--- src/rtl/i2c_cmd_engine.sv ---
module i2c_cmd_engine #(
  parameter int DW   = 32,
  parameter int CNTW = 16
) (
  input  logic          clk,
  input  logic          rst_n,
  input  logic          cmd_wr,
  input  logic [31:0]   cmd_word,
  input  logic          data_wr,
  input  logic [DW-1:0] data_wdata,
  input  logic          dreq_clr,
  input  logic          done_clr,
  output logic [DW-1:0] rd_word,
  output logic          dreq,
  output logic          done,
  output logic          nak_flag,
  output logic          arb_lost,
  output logic          busy,
  output logic          scl_hold,
  output logic          bus_owned,
  output logic          phy_req,
  output logic [2:0]    phy_op,
  output logic          phy_bit,
  input  logic          phy_done,
  input  logic          phy_rx
);
  localparam int BPW = DW / 8;
  localparam int BIW = $clog2(BPW);
  localparam int B_RUN = 29, B_NAKL = 25, B_RET = 21, B_STOP = 20;
  localparam int B_START = 19, B_MAST = 17, B_DIR = 16;
  localparam logic [2:0] OP_NONE = 3'd0, OP_START = 3'd1, OP_STOP = 3'd2;
  localparam logic [2:0] OP_WR = 3'd3, OP_RD = 3'd4;

  typedef enum logic [3:0] {
    S_IDLE, S_START, S_NEXT, S_LOAD, S_BIT, S_ACK, S_RWAIT, S_FIN, S_STOP
  } st_t;

  st_t             st;
  logic            tx_f, nakl_f, ret_f, stop_f;
  logic [CNTW-1:0] cnt;
  logic [BIW-1:0]  bidx;
  logic [2:0]      bitn;
  logic [7:0]      sh;
  logic [DW-1:0]   word;
  logic            last_byte;
  logic            unused_bits;

  assign unused_bits = ^{cmd_word[31:30], cmd_word[28:26], cmd_word[24:22], cmd_word[18]};
  assign busy      = (st != S_IDLE);
  assign last_byte = (cnt == CNTW'(1));
  assign phy_req   = (st == S_START) || (st == S_BIT) || (st == S_ACK) || (st == S_STOP);

  always_comb begin
    phy_op  = OP_NONE;
    phy_bit = 1'b1;
    case (st)
      S_START: phy_op = OP_START;
      S_STOP:  phy_op = OP_STOP;
      S_BIT: begin
        phy_op = tx_f ? OP_WR : OP_RD;
        if (tx_f) phy_bit = sh[7];
      end
      S_ACK: begin
        phy_op = tx_f ? OP_RD : OP_WR;
        if (!tx_f) phy_bit = last_byte & nakl_f;
      end
      default: ;
    endcase
  end

  always_ff @(posedge clk or negedge rst_n) begin
    if (!rst_n) begin
      st <= S_IDLE;
      tx_f <= 1'b0; nakl_f <= 1'b0; ret_f <= 1'b0; stop_f <= 1'b0;
      cnt <= '0; bidx <= '0; bitn <= '0; sh <= '0; word <= '0;
      rd_word <= '0; dreq <= 1'b0; done <= 1'b0; nak_flag <= 1'b0;
      arb_lost <= 1'b0; scl_hold <= 1'b0; bus_owned <= 1'b0;
    end else begin
      if (dreq_clr) dreq <= 1'b0;
      if (done_clr) done <= 1'b0;
      case (st)
        S_IDLE: if (cmd_wr && cmd_word[B_RUN] && cmd_word[B_MAST]) begin
          tx_f     <= cmd_word[B_DIR];
          nakl_f   <= cmd_word[B_NAKL];
          ret_f    <= cmd_word[B_RET];
          stop_f   <= cmd_word[B_STOP];
          cnt      <= cmd_word[CNTW-1:0];
          bidx     <= '0;
          word     <= '0;
          done     <= 1'b0;
          nak_flag <= 1'b0;
          arb_lost <= 1'b0;
          scl_hold <= 1'b0;
          dreq     <= 1'b0;
          st       <= cmd_word[B_START] ? S_START : S_NEXT;
        end
        S_START: if (phy_done) begin
          bus_owned <= 1'b1;
          st        <= S_NEXT;
        end
        S_NEXT: begin
          if (cnt == '0) st <= S_FIN;
          else if (!tx_f) begin
            bitn <= 3'd7;
            st   <= S_BIT;
          end else if (bidx == '0) begin
            dreq <= 1'b1;
            st   <= S_LOAD;
          end else begin
            sh   <= word[7:0];
            word <= word >> 8;
            bitn <= 3'd7;
            st   <= S_BIT;
          end
        end
        S_LOAD: if (data_wr) begin
          sh   <= data_wdata[7:0];
          word <= data_wdata >> 8;
          bitn <= 3'd7;
          st   <= S_BIT;
        end
        S_BIT: if (phy_done) begin
          if (tx_f) begin
            if (sh[7] && !phy_rx) begin
              arb_lost  <= 1'b1;
              bus_owned <= 1'b0;
              done      <= 1'b1;
              st        <= S_IDLE;
            end else begin
              sh <= {sh[6:0], 1'b0};
              if (bitn == 3'd0) st <= S_ACK;
              else bitn <= bitn - 3'd1;
            end
          end else begin
            sh <= {sh[6:0], phy_rx};
            if (bitn == 3'd0) begin
              word[{bidx, 3'b000} +: 8] <= {sh[6:0], phy_rx};
              st <= S_ACK;
            end else bitn <= bitn - 3'd1;
          end
        end
        S_ACK: if (phy_done) begin
          cnt  <= cnt - CNTW'(1);
          bidx <= bidx + BIW'(1);
          if (tx_f) begin
            if (phy_rx) begin
              nak_flag <= 1'b1;
              st       <= S_STOP;
            end else st <= S_NEXT;
          end else begin
            st <= S_NEXT;
            if (bidx == BIW'(BPW - 1) || last_byte) begin
              rd_word <= word;
              word    <= '0;
              dreq    <= 1'b1;
              if (!last_byte) st <= S_RWAIT;
            end
          end
        end
        S_RWAIT: if (!dreq) st <= S_NEXT;
        S_FIN: begin
          if (stop_f) st <= S_STOP;
          else begin
            scl_hold <= ret_f;
            done     <= 1'b1;
            st       <= S_IDLE;
          end
        end
        S_STOP: if (phy_done) begin
          bus_owned <= 1'b0;
          done      <= 1'b1;
          st        <= S_IDLE;
        end
        default: st <= S_IDLE;
      endcase
    end
  end


  cnt_mono_chk: assert property (@(posedge clk) disable iff (!rst_n)
    (busy && $past(busy)) |-> (cnt <= $past(cnt)));


  dreq_src_chk: assert property (@(posedge clk) disable iff (!rst_n)
    $rose(dreq) |-> $past(busy));


  done_idle_chk: assert property (@(posedge clk) disable iff (!rst_n)
    $rose(done) |-> !busy);


  nak_stop_chk: assert property (@(posedge clk) disable iff (!rst_n)
    $rose(nak_flag) |-> (phy_req && phy_op == OP_STOP));


  arb_release_chk: assert property (@(posedge clk) disable iff (!rst_n)
    $rose(arb_lost) |-> (done && !bus_owned && !busy));
endmodule

--- config.mk ---
export PLATFORM = sky130hd
export DESIGN_NAME = i2c_cmd_engine
export DESIGN_NICKNAME = d
export VERILOG_FILES = /design/src/rtl/i2c_cmd_engine.sv
export SDC_FILE = /design/constraint.sdc
export NUM_CORES = 1
export LEC_CHECK = 0
export BUFFER_PORTS_ARGS = -buffer_cell sky130_fd_sc_hd__buf_2
export CORE_MARGIN = 10
export CORE_UTILIZATION = 50
export DETAILED_ROUTE_END_ITERATION = 6
export GPL_TIMING_DRIVEN = 0
export PLACE_DENSITY = 0.75
export SYNTH_ARGS = -nofsm -noshare
export SYNTH_HDL_FRONTEND = slang
export SYNTH_SLANG_ARGS = --single-unit
--- constraint.sdc ---
create_clock -name clk -period 2.15 [get_ports clk]
set_input_delay 0.3225 -clock clk [delete_from_list [all_inputs] [get_ports clk]]
set_output_delay 0.3225 -clock clk [all_outputs]
set_load 0.02 [all_outputs]
Word level (Yosys, flattened, before mapping)
Index checks and enable logic that the tools add are counted.

storage, ports and cells
  bits in registers = 107
  latch bits = 0
  bits in writable memories = 0
  ROM bits = 0
  output and inout port bits = 44
  memories kept = 0

operators by class
  add/sub/neg operators = 4
  multiply operators = 0
  div/mod/pow operators = 0
  order comparisons = 0
  equality and inequality tests = 31
  shift-type cells = 2
  mux-type cells = 96
  bitwise gates (word level) = 2
  reductions and logical operators = 30

operators by type and width
  cell                      count
  $mux W32                  11
  $pmux W32 S5              1
  $mux W8                   7
  $mux W4                   13
  $mux W3                   15
  $pmux W4 S9               1
  $bwmux W32                1
  $mux W16                  2
  $ne A2 B2 Y1 const B      16
  $pmux W16 S2              1
  $shift A8 B7 Y32 const A  1
  $shiftx A8 B7 Y32         1
  $mux W1                   30
  $pmux W8 S3               1
  $eq A16 B1 Y1 const B     1
  $eq A4 B3 Y1 const B      4
  $logic_not A16 Y1         1
  $sub A16 B1 Y16 const B   1
  $reduce_and A7 Y1         2
  $pmux W3 S4               1
  $reduce_and A12 Y1        1
  $reduce_and A6 Y1         2
  $reduce_and A5 Y1         2
  $pmux W3 S3               1
  29 further kinds          48

Longest topological paths before layout
Gate-level depths: netlist of the first run.

  depth after elaboration = 7
  gate-level depth with buffers = 10

Worst setup path before layout of the first run
No wires, ideal clock.

  kind = reg-to-reg
  from = register st[1]
  to = register cnt[10]
  arrival time = 1.902 ns
  setup slack = 0.107 ns
  cell stages (with the launch flop) = 11
  buffers on the path = 3
  cells stage by stage = dfrtp_1 > buf_2 > nor4_4 > inv_2 > or2_1 > clkbuf_1 > nand2b_1 > buf_4 > nand3_1 > a221oi_1 > a31oi_1

between the ends
  cells in the longest elaborated chain, start to end = 3
  elaborated cells on any way between the ends = 7

ends and longest elaborated chain
  item                                                                        line  RTL
  from (decl)                                                                 38    st_t st;
  from (signal assigned)                                                      95    st <= cmd_word[B_START] ? S_START : S_NEXT;
  $eq A4 B3 Y1 / $logic_not A4 Y1 (equally long branches)                     81    case (st)
  $ne A2 B2 Y1 (no source line) / $reduce_bool A2 Y1 (equally long branches)  --
  $reduce_and A3 Y1 (no source line)                                          --
  to (signal assigned)                                                        87    cnt <= cmd_word[CNTW-1:0];
  to (signal assigned)                                                        143   cnt <= cnt - CNTW'(1);
  to (decl)                                                                   40    logic [CNTW-1:0] cnt;

Parallel ways exist; a longest one is shown, timed or not.
A chain may end at the register's enable or synchronous reset.

Worst setup path after layout of the first run
  from = register cnt[2]
  to = register word[9]

between the ends
  cells in the longest elaborated chain, start to end = 4
  elaborated cells on any way between the ends = 6

ends and longest elaborated chain
  item                                   line  RTL
  $eq A16 B1 Y1                          50    assign last_byte = (cnt == CNTW'(1));
  $logic_or A1 B1 Y1                     152   if (bidx == BIW'(BPW - 1) || last_byte) begin
  $ne A2 B1 Y1 (no source line)          --
  $reduce_and A12 Y1 (no source line) *  --
  to (signal assigned)                   111   word <= word >> 8;
  to (signal assigned)                   118   word <= data_wdata >> 8;
  to (signal, indexed assignment)        137   word[{bidx, 3'b000} +: 8] <= {sh[6:0], phy_rx};
  to (decl)                              44    logic [DW-1:0] word;

Every way passes the cells marked *; elsewhere a longest branch is shown, timed or not.

==> results.yml, run 1 <==
yosys:
  synth-adder-area-share: 0.0237
  synth_simple_gate_area_share: 0.150
  synth.net_count: 629
  synth-edff-count: 0
  synth_cell_types: 70
  ys_ff_latch: 107
  synth_top_family_by_area: "compound AO/OA/AOI/OAI gates"
  synth_compound_area_frac: 0.249
  synth-seq-area-share: 0.461
  synth_mux_area_frac: 0.0690
  synth_area_sq_mm: 0.00581
  yosys.area_share.xor_xnor: 0.00452
  syn_avg_cell_area_sq_um: 10.6
  yosysWarningCount: 0
  syn_inst: 546
  synth_top_area_cell: "dfrtp_1"
  async_flop_share: 1.00
  synth_top_area_share: 0.461
  synth.area.top_cells: "dfrtp_1 46%, o2bb2ai_2 5.7%, mux2_1 5.6%, nand2_1 3.9%, a22o_1 3.9%"
  postSynth.topFlopCell: "dfrtp_1"
die:
  die_h_um: 128
  fp.dieArea_sq_mm: 0.0163
  coreArea_sq_mm: 0.0114
  dieWidth_um: 128
  num_rows: 39
  ios: 116
  start_util: 0.509
power:
  combPwrFrac: 0.489
  power.density_mw_per_mm2: 1300
  p_sw_mw: 4.16
  seq_power_share: 0.330
  swShare: 0.430
  pwr-share-clk: 0.181
  power.leakage_nw: 3.45
  p_int_mw: 5.51
  total_power_mw: 9.67
  vdd_drop_max_v: 0.000722
timing:
  grt_setup_unrepaired: "true"
  worst_slack_ps: -215
  fmax_ghz: 0.423
  maxSlewHeadroom: 0.609
  setup_tns_ps: -5930
  tightest_slew_ps: 587
  fin_crit_ps: 2360
  slew_viol_final: 0
  finClkSkew_ps: 6.29
  setup_violations: 64
  hold_viol: 0
  min_period_over_period: 1.10
cells_and_area:
  utilization: 0.649
  drive_gt1_frac: 0.372
  diodes: 0
  area.growth.synth_to_final_pct: 27.7
  final_nets: 774
  design_area_sq_mm: 0.00741
setup_path:
  cp_slowest_cell: "dfrtp_2"
  crit_required_ps: 2390
  worstPathMaxFanout: 8
  crit_top_cell: "buf_6"
  end_kind: "register"
  slowest_delay_ps: 450
  path_depth: 10
  rr_startpoint: "cnt[2]"
  worst-path-buf-inv: 4
  crit_chain: "nor4_4, and4_4, buf_4, buf_6, a311oi_2, nand4bb_1, buf_6, buf_6, o21bai_4, o2bb2ai_2"
  reg2reg_to: "word[9]"
  worstRegToRegCells: 10
  cpLargestDelayFamily: "simple AND/OR/NAND/NOR gates"
  startpoint_type: "register"
  cp-endpoint: "word[9]"
  critPathLaunch: "cnt[2]"
  cp.arrival_ps: 2600
  worst-setup-path-type: "reg -> reg"
  reg2reg_slack_ps: -210
clocking:
  path_clk_slew_ps: 80
  ctsLongestPathBuffers: 2
  htreeDepth: 3
  cts_tree: "built"
  cts.sinks: 107
  cts_root_buf: "clkbuf_16"
  numCtsBuffers: 9
  insertion_delay_ps: 360
run_status:
  violations: "design-rule violations, negative setup slack"
  run_status: "complete, but fails checks"
grt:
  grt_max_degree: 69
  grt_pass1_wl_um: 27000
  antenna_found_initial: 0
  grt-ovfl-total: 0
  grtUsageTotal: 0.202
  grt_pass1_vias: 5151
flow_run:
  cap_violations: 0
drt:
  wl_per_cell_um: 21.0
  routed_wirelength_um: 17600
  antenna_left: 0
  vias_per_cell: 6.15
  drcViolationCount: 64
  drt_iter0_drc: 607
  dr.pass1.iters: 7
  vias: 5163
placement:
  port_buffers: 106
  gp_congestion: 0.849
  placed_area_sq_mm: 0.00655
  place_hpwl_um: 12200
  pre_cts_ws_ps: -283
hold_path:
  holdCritPathClass: "in -> reg"
-- worst register-to-register path: cells and delay by family (launching register included) --
kind            cells  cell delay (ps)
flops               1              450
compound gates      3              500
simple gates        3              830
buf+inv             4              460
-- power groups by stage --
stage / Combinational (mW) / Clock (mW) / Sequential [mW]
final: 4.73 / 1.75 / 3.19
after floorplan: 2.80 / 0 / 2.98
after CTS: 3.89 / 1.76 / 3.10
after detailed placement: 3.71 / 0 / 3.12
after global placement: 3.62 / 0 / 3.09
after global routing: 5.07 / 1.84 / 3.26
-- layer usage --
layer / routed length, um / track usage / up-vias
met3: 1310 / 0.0467 / 35
met1: 7310 / 0.262 / 2514
li1: - / - / 2357
met2: 8670 / 0.322 / 257
met4: 362 / 0.0728 / 0
met5: 0 / 0 / -
-- synth_stat cells (5+ instances only) --
library cell,number
buf_4,7
a31oi_1,7
nor4_1,5
mux2_1,29
nand2b_1,6
nand3_1,12
a32oi_1,8
buf_2,7
o2bb2ai_2,22
a222oi_1,16
nor2_1,30
ha_1,11
clkbuf_1,22
o21ai_0,27
nor3_1,10
dfrtp_1,107
nand2_1,61
inv_1,10
a21oi_1,31
a22o_1,26
and3_1,5
-- area by class of cell --
class	count	area, sq um
Inverter	12	47.5
Fill cell	916	4010
Timing Repair Buffer	141	868
Clock inverter	6	80.1
Sequential cell	107	2680
Multi-Input combinational cell	387	3080
Buffer	33	250
Tap cell	143	179
Clock buffer	10	229
-- timing repair --
action,CTS,global route
gates cloned,0,2
pin swaps,8,24
setup buffers,9,23
hold endpoints to repair,39,0
setup endpoints to repair,93,89
gates resized for setup,32,63
hold buffers,1,0
-- cell usage in the layout (no fill, tap or decap), types with 4 or more instances in the layout --
cell type and count:
buf_2 108, mux2_1 29, inv_1 9, nor2_1 25
buf_4 30, a22o_1 26, a31oi_1 7, dfrtp_2 4
nand3b_1 4, buf_6 13, nand2_1 60, ha_1 10
a32oi_1 8, clkbuf_1 8, o21ai_0 27, o21bai_4 4
nand3_1 12, nor3_1 7, clkbuf_2 6, nand2b_1 4
dfrtp_1 103, a222oi_1 16, clkbuf_16 10, nor2_2 4
o2bb2ai_2 23, mux2i_1 4, a21o_1 4, a21oi_1 28
-- registers in the layout, summed over array words and instances (netlist names), 2 cells and up --
| register | flops |
|---|---|
| bidx | 2 |
| bitn | 3 |
| cnt | 16 |
| rd_word | 32 |
| sh | 8 |
| st | 4 |
| word | 32 |
-- logic make-up after synthesis --
group | Yosys count
flops | 107
simple gates | 165
fa+ha+maj | 11
xor+xnor | 3
buf+inv | 52
mux | 36
compound gates | 172
-- metrics by stage --
| step | instances | hold WS [ps] |
|---|---|---|
| finish | 839 | 152 |
| detailed placement | 796 | 347 |
| floorplan | 546 | 26.9 |
| CTS | 821 | 152 |
| global placement | 795 | 468 |
| global route | 839 | 172 |
-- how the worst min path moves through the flow --
stage | start | cells past startpoint | endpoint | slack (ps)
after floorplan | rst_n | 0 | arb_lost | 30
after global placement | rd_word[27] | 1 | rd_word[27] | 470
after detailed placement | rst_n | 1 | st[1] | 350
after CTS | cmd_word[20] | 3 | stop_f | 150
after global routing | cmd_word[20] | 3 | stop_f | 170
final | cmd_word[20] | 3 | stop_f | 150
Power figures use the tool's default switching activity.
==> run 2: changes to the inputs <==
Settings changed: ABC_AREA set to 1.
==> run 2 against run 1 <==
Compared with the run above:
- the flow finishes with violations (design-rule violations)
- via count grew 24%
- global-route usage grew 1.1 points
- worst hold slack lost 140 ps
- sequential power shrank 3%
- sequential cell count is the same
- clock power shrank 13%
- synthesized cell count grew 66%
- count of clock-buffer cells in the layout is the same
- largest power group unchanged
==> results.yml, run 2 <==
placement:
  gp_congestion: 0.923
  placed_cells_incl_taps: 1188
  port_buffers: 106
  place_hpwl_um: 14300
  placed_area_sq_mm: 0.00711
cells_and_area:
  final_nets: 1112
  design_area_sq_mm: 0.00748
  area.growth.synth_to_final_pct: 18.2
  drive_gt1_frac: 0.184
  diodes: 0
  final_common_cell: "nand2_1"
  largest_registers: "rd_word x32, word x32, cnt x16"
  nFillCells: 1220
  layoutNonFillerInstCount: 1206
  final_cell_mix: "342 x nand2_1, 117 x buf_2, 114 x nand3_1"
timing:
  tightest_slew_ps: 699
  fin_crit_ps: 2090
  slew_viol_final: 0
  maxSlewHeadroom: 0.534
  setup_violations: 0
  min_period_over_period: 0.972
  hold_viol: 0
  finClkSkew_ps: 8.48
  whs_ps: 8.83
  fmax_ghz: 0.479
  grt_setup_unrepaired: "true"
clocking:
  numCtsBuffers: 9
  insertion_delay_ps: 360
  ctsLongestPathBuffers: 2
  cts.sinks: 107
  path_clk_slew_ps: 70
  cts_tree: "built"
  cts_root_buf: "clkbuf_16"
  ctsHoldBuffers: 0
  htreeDepth: 3
setup_path:
  cp_slowest_cell: "dfrtp_2"
  cp.arrival_ps: 1770
  critPathLaunch: "st[1]"
  worst-setup-path-type: "reg -> out"
  crit_chain: "inv_4, nand2_1, nor2_4, buf_8, nand2_1, o21ai_2, buf_4"
  startpoint_type: "register"
  worstRegToRegCells: 9
  rr_startpoint: "bidx[0]"
  cp-endpoint: "phy_bit"
  crit_top_cell: "nand2_1"
  reg2reg_to: "word[19]"
  reg2reg_slack_ps: 80
  crit_required_ps: 1830
  end_kind: "output port"
  slowest_delay_ps: 460
  worstPathMaxFanout: 10
grt:
  grt-ovfl-total: 0
  grt_pass1_vias: 6144
  grtUsageTotal: 0.213
  antenna_found_initial: 0
  grt_pass1_wl_um: 30900
  grt_max_degree: 55
drt:
  drcViolationCount: 5
  drt_iter0_drc: 717
  wl_per_cell_um: 15.8
  vias: 6400
  vias_per_cell: 5.31
  antenna_left: 0
  routed_wirelength_um: 19000
  dr.pass1.iters: 7
yosys:
  synth.most_common_cell: "nand2_1"
  synth_top_area_cell: "dfrtp_1"
  synth-seq-area-share: 0.423
  synth_top_area_share: 0.423
  async_flop_share: 1.00
  synth_area_sq_mm: 0.00633
  yosysWarningCount: 0
  synth_top_cells_by_count: "344 x nand2_1, 114 x nand3_1, 107 x dfrtp_1, 74 x inv_1, 56 x o21ai_0"
  synth.area.top_cells: "dfrtp_1 42%, nand2_1 20%, nand3_1 9.0%, o21ai_0 4.4%, inv_1 4.4%"
  synth.net_count: 992
  ys_ff_latch: 107
  synth-edff-count: 0
  syn_inst: 909
  synth_cell_types: 33
  postSynth.topFlopCell: "dfrtp_1"
  syn_avg_cell_area_sq_um: 6.96
run_status:
  run_status: "complete, but fails checks"
  violations: "design-rule violations"
die:
  num_rows: 41
  die_h_um: 133
  dieWidth_um: 133
  start_util: 0.506
  fp.dieArea_sq_mm: 0.0176
  coreArea_sq_mm: 0.0125
  ios: 116
power:
  power.leakage_nw: 3.76
  vdd_drop_max_v: 0.000614
  power.density_mw_per_mm2: 1200
flow_run:
  cap_violations: 0
hold_path:
  holdCritPathClass: "in -> async"
run 2: changes by cell type after synthesis, sizes merged, moves of 9 or more:
cell,before,now
clkbuf,22,13
a22o,26,0
nand3,12,114
o22ai,1,10
a21oi,31,18
o2bb2ai,24,0
a222oi,16,0
inv,12,80
nand2,62,351
mux2,32,0
nor2,30,63
o21ai,30,76
run 2: final cells by class:
class,instances,area [sq um],share of cell area
repair inverters,1,5.00,0.000669
clock inverters,6,32.5,0.00435
repair buffers,110,586,0.0782
clock buffers,10,229,0.0306
well taps,172,215,0.0288
inverters,80,309,0.0413
multi-input cells,684,3200,0.427
flip-flops and latches,107,2680,0.358
plain buffers,36,230,0.0308
run 2: report_power, final:
| part | leakage [nW] | switching [mW] | internal (mW) |
|---|---|---|---|
| Sequential | 1.43 | 0.544 | 2.54 |
| Combinational | 2.20 | 3.00 | 1.39 |
| Clock | 0.132 | 0.756 | 0.776 |
| Total | 3.76 | 4.30 | 4.71 |
run 2: critical path, delay by kind of cell (launching register included):
family | cells | cell delay (ps)
compound gates | 1 | 150
simple gates | 3 | 380
flops | 1 | 460
buf+inv | 3 | 420
run 2: stage by stage:
stage / setup WS (ps) / utilization / TNS (ps) / power (mW)
floorplan: 52.5 / - / 0 / 6.00
global route: -69.5 / 0.598 / -270 / 9.64
CTS: -39.1 / 0.593 / -39.1 / 8.87
detailed placement: -155 / 0.568 / -285 / 7.24
finish: 61.1 / 0.598 / 0 / 9.01
global placement: -518 / 0.565 / -54810 / 7.20
run 2: routing by layer:
layer	vias to the layer above	part of all wire	track usage
met5	-	0	0
met4	0	0.020	0.0715
met3	30	0.075	0.0500
met1	2957	0.45	0.281
met2	237	0.46	0.337
li1	3176	-	-
run 2: cells by family (layout without fill, tap and decap cells):
kind of cell,Yosys count,in the layout,synth area share
DFF,107,107,0.423
muxes,1,1,0.00158
and+or+nand+nor,550,550,0.366
adders and majority gates,11,11,0.0217
buffers and inverters,118,243,0.0808
AOI/OAI and AO/OA,118,118,0.101
xor gates and xnor gates,4,4,0.00553
run 2: how the worst min path moves through the flow:
stage,slack [ps],end,start
after global placement,460,bitn[1],bitn[1]
final,9,word[7],rst_n
after CTS,30,word[7],rst_n
after floorplan,30,arb_lost,rst_n
after global routing,60,rd_word[6],rst_n
after detailed placement,410,rd_word[2],rst_n
run 2: repair_timing:
item | 4_1_cts | 5_1_grt
gates resized for setup | 18 | 17
endpoints found under the setup margin | 8 | 27
buffers inserted | 1 | 2
cloned | 0 | 1
pin swaps | 1 | 2
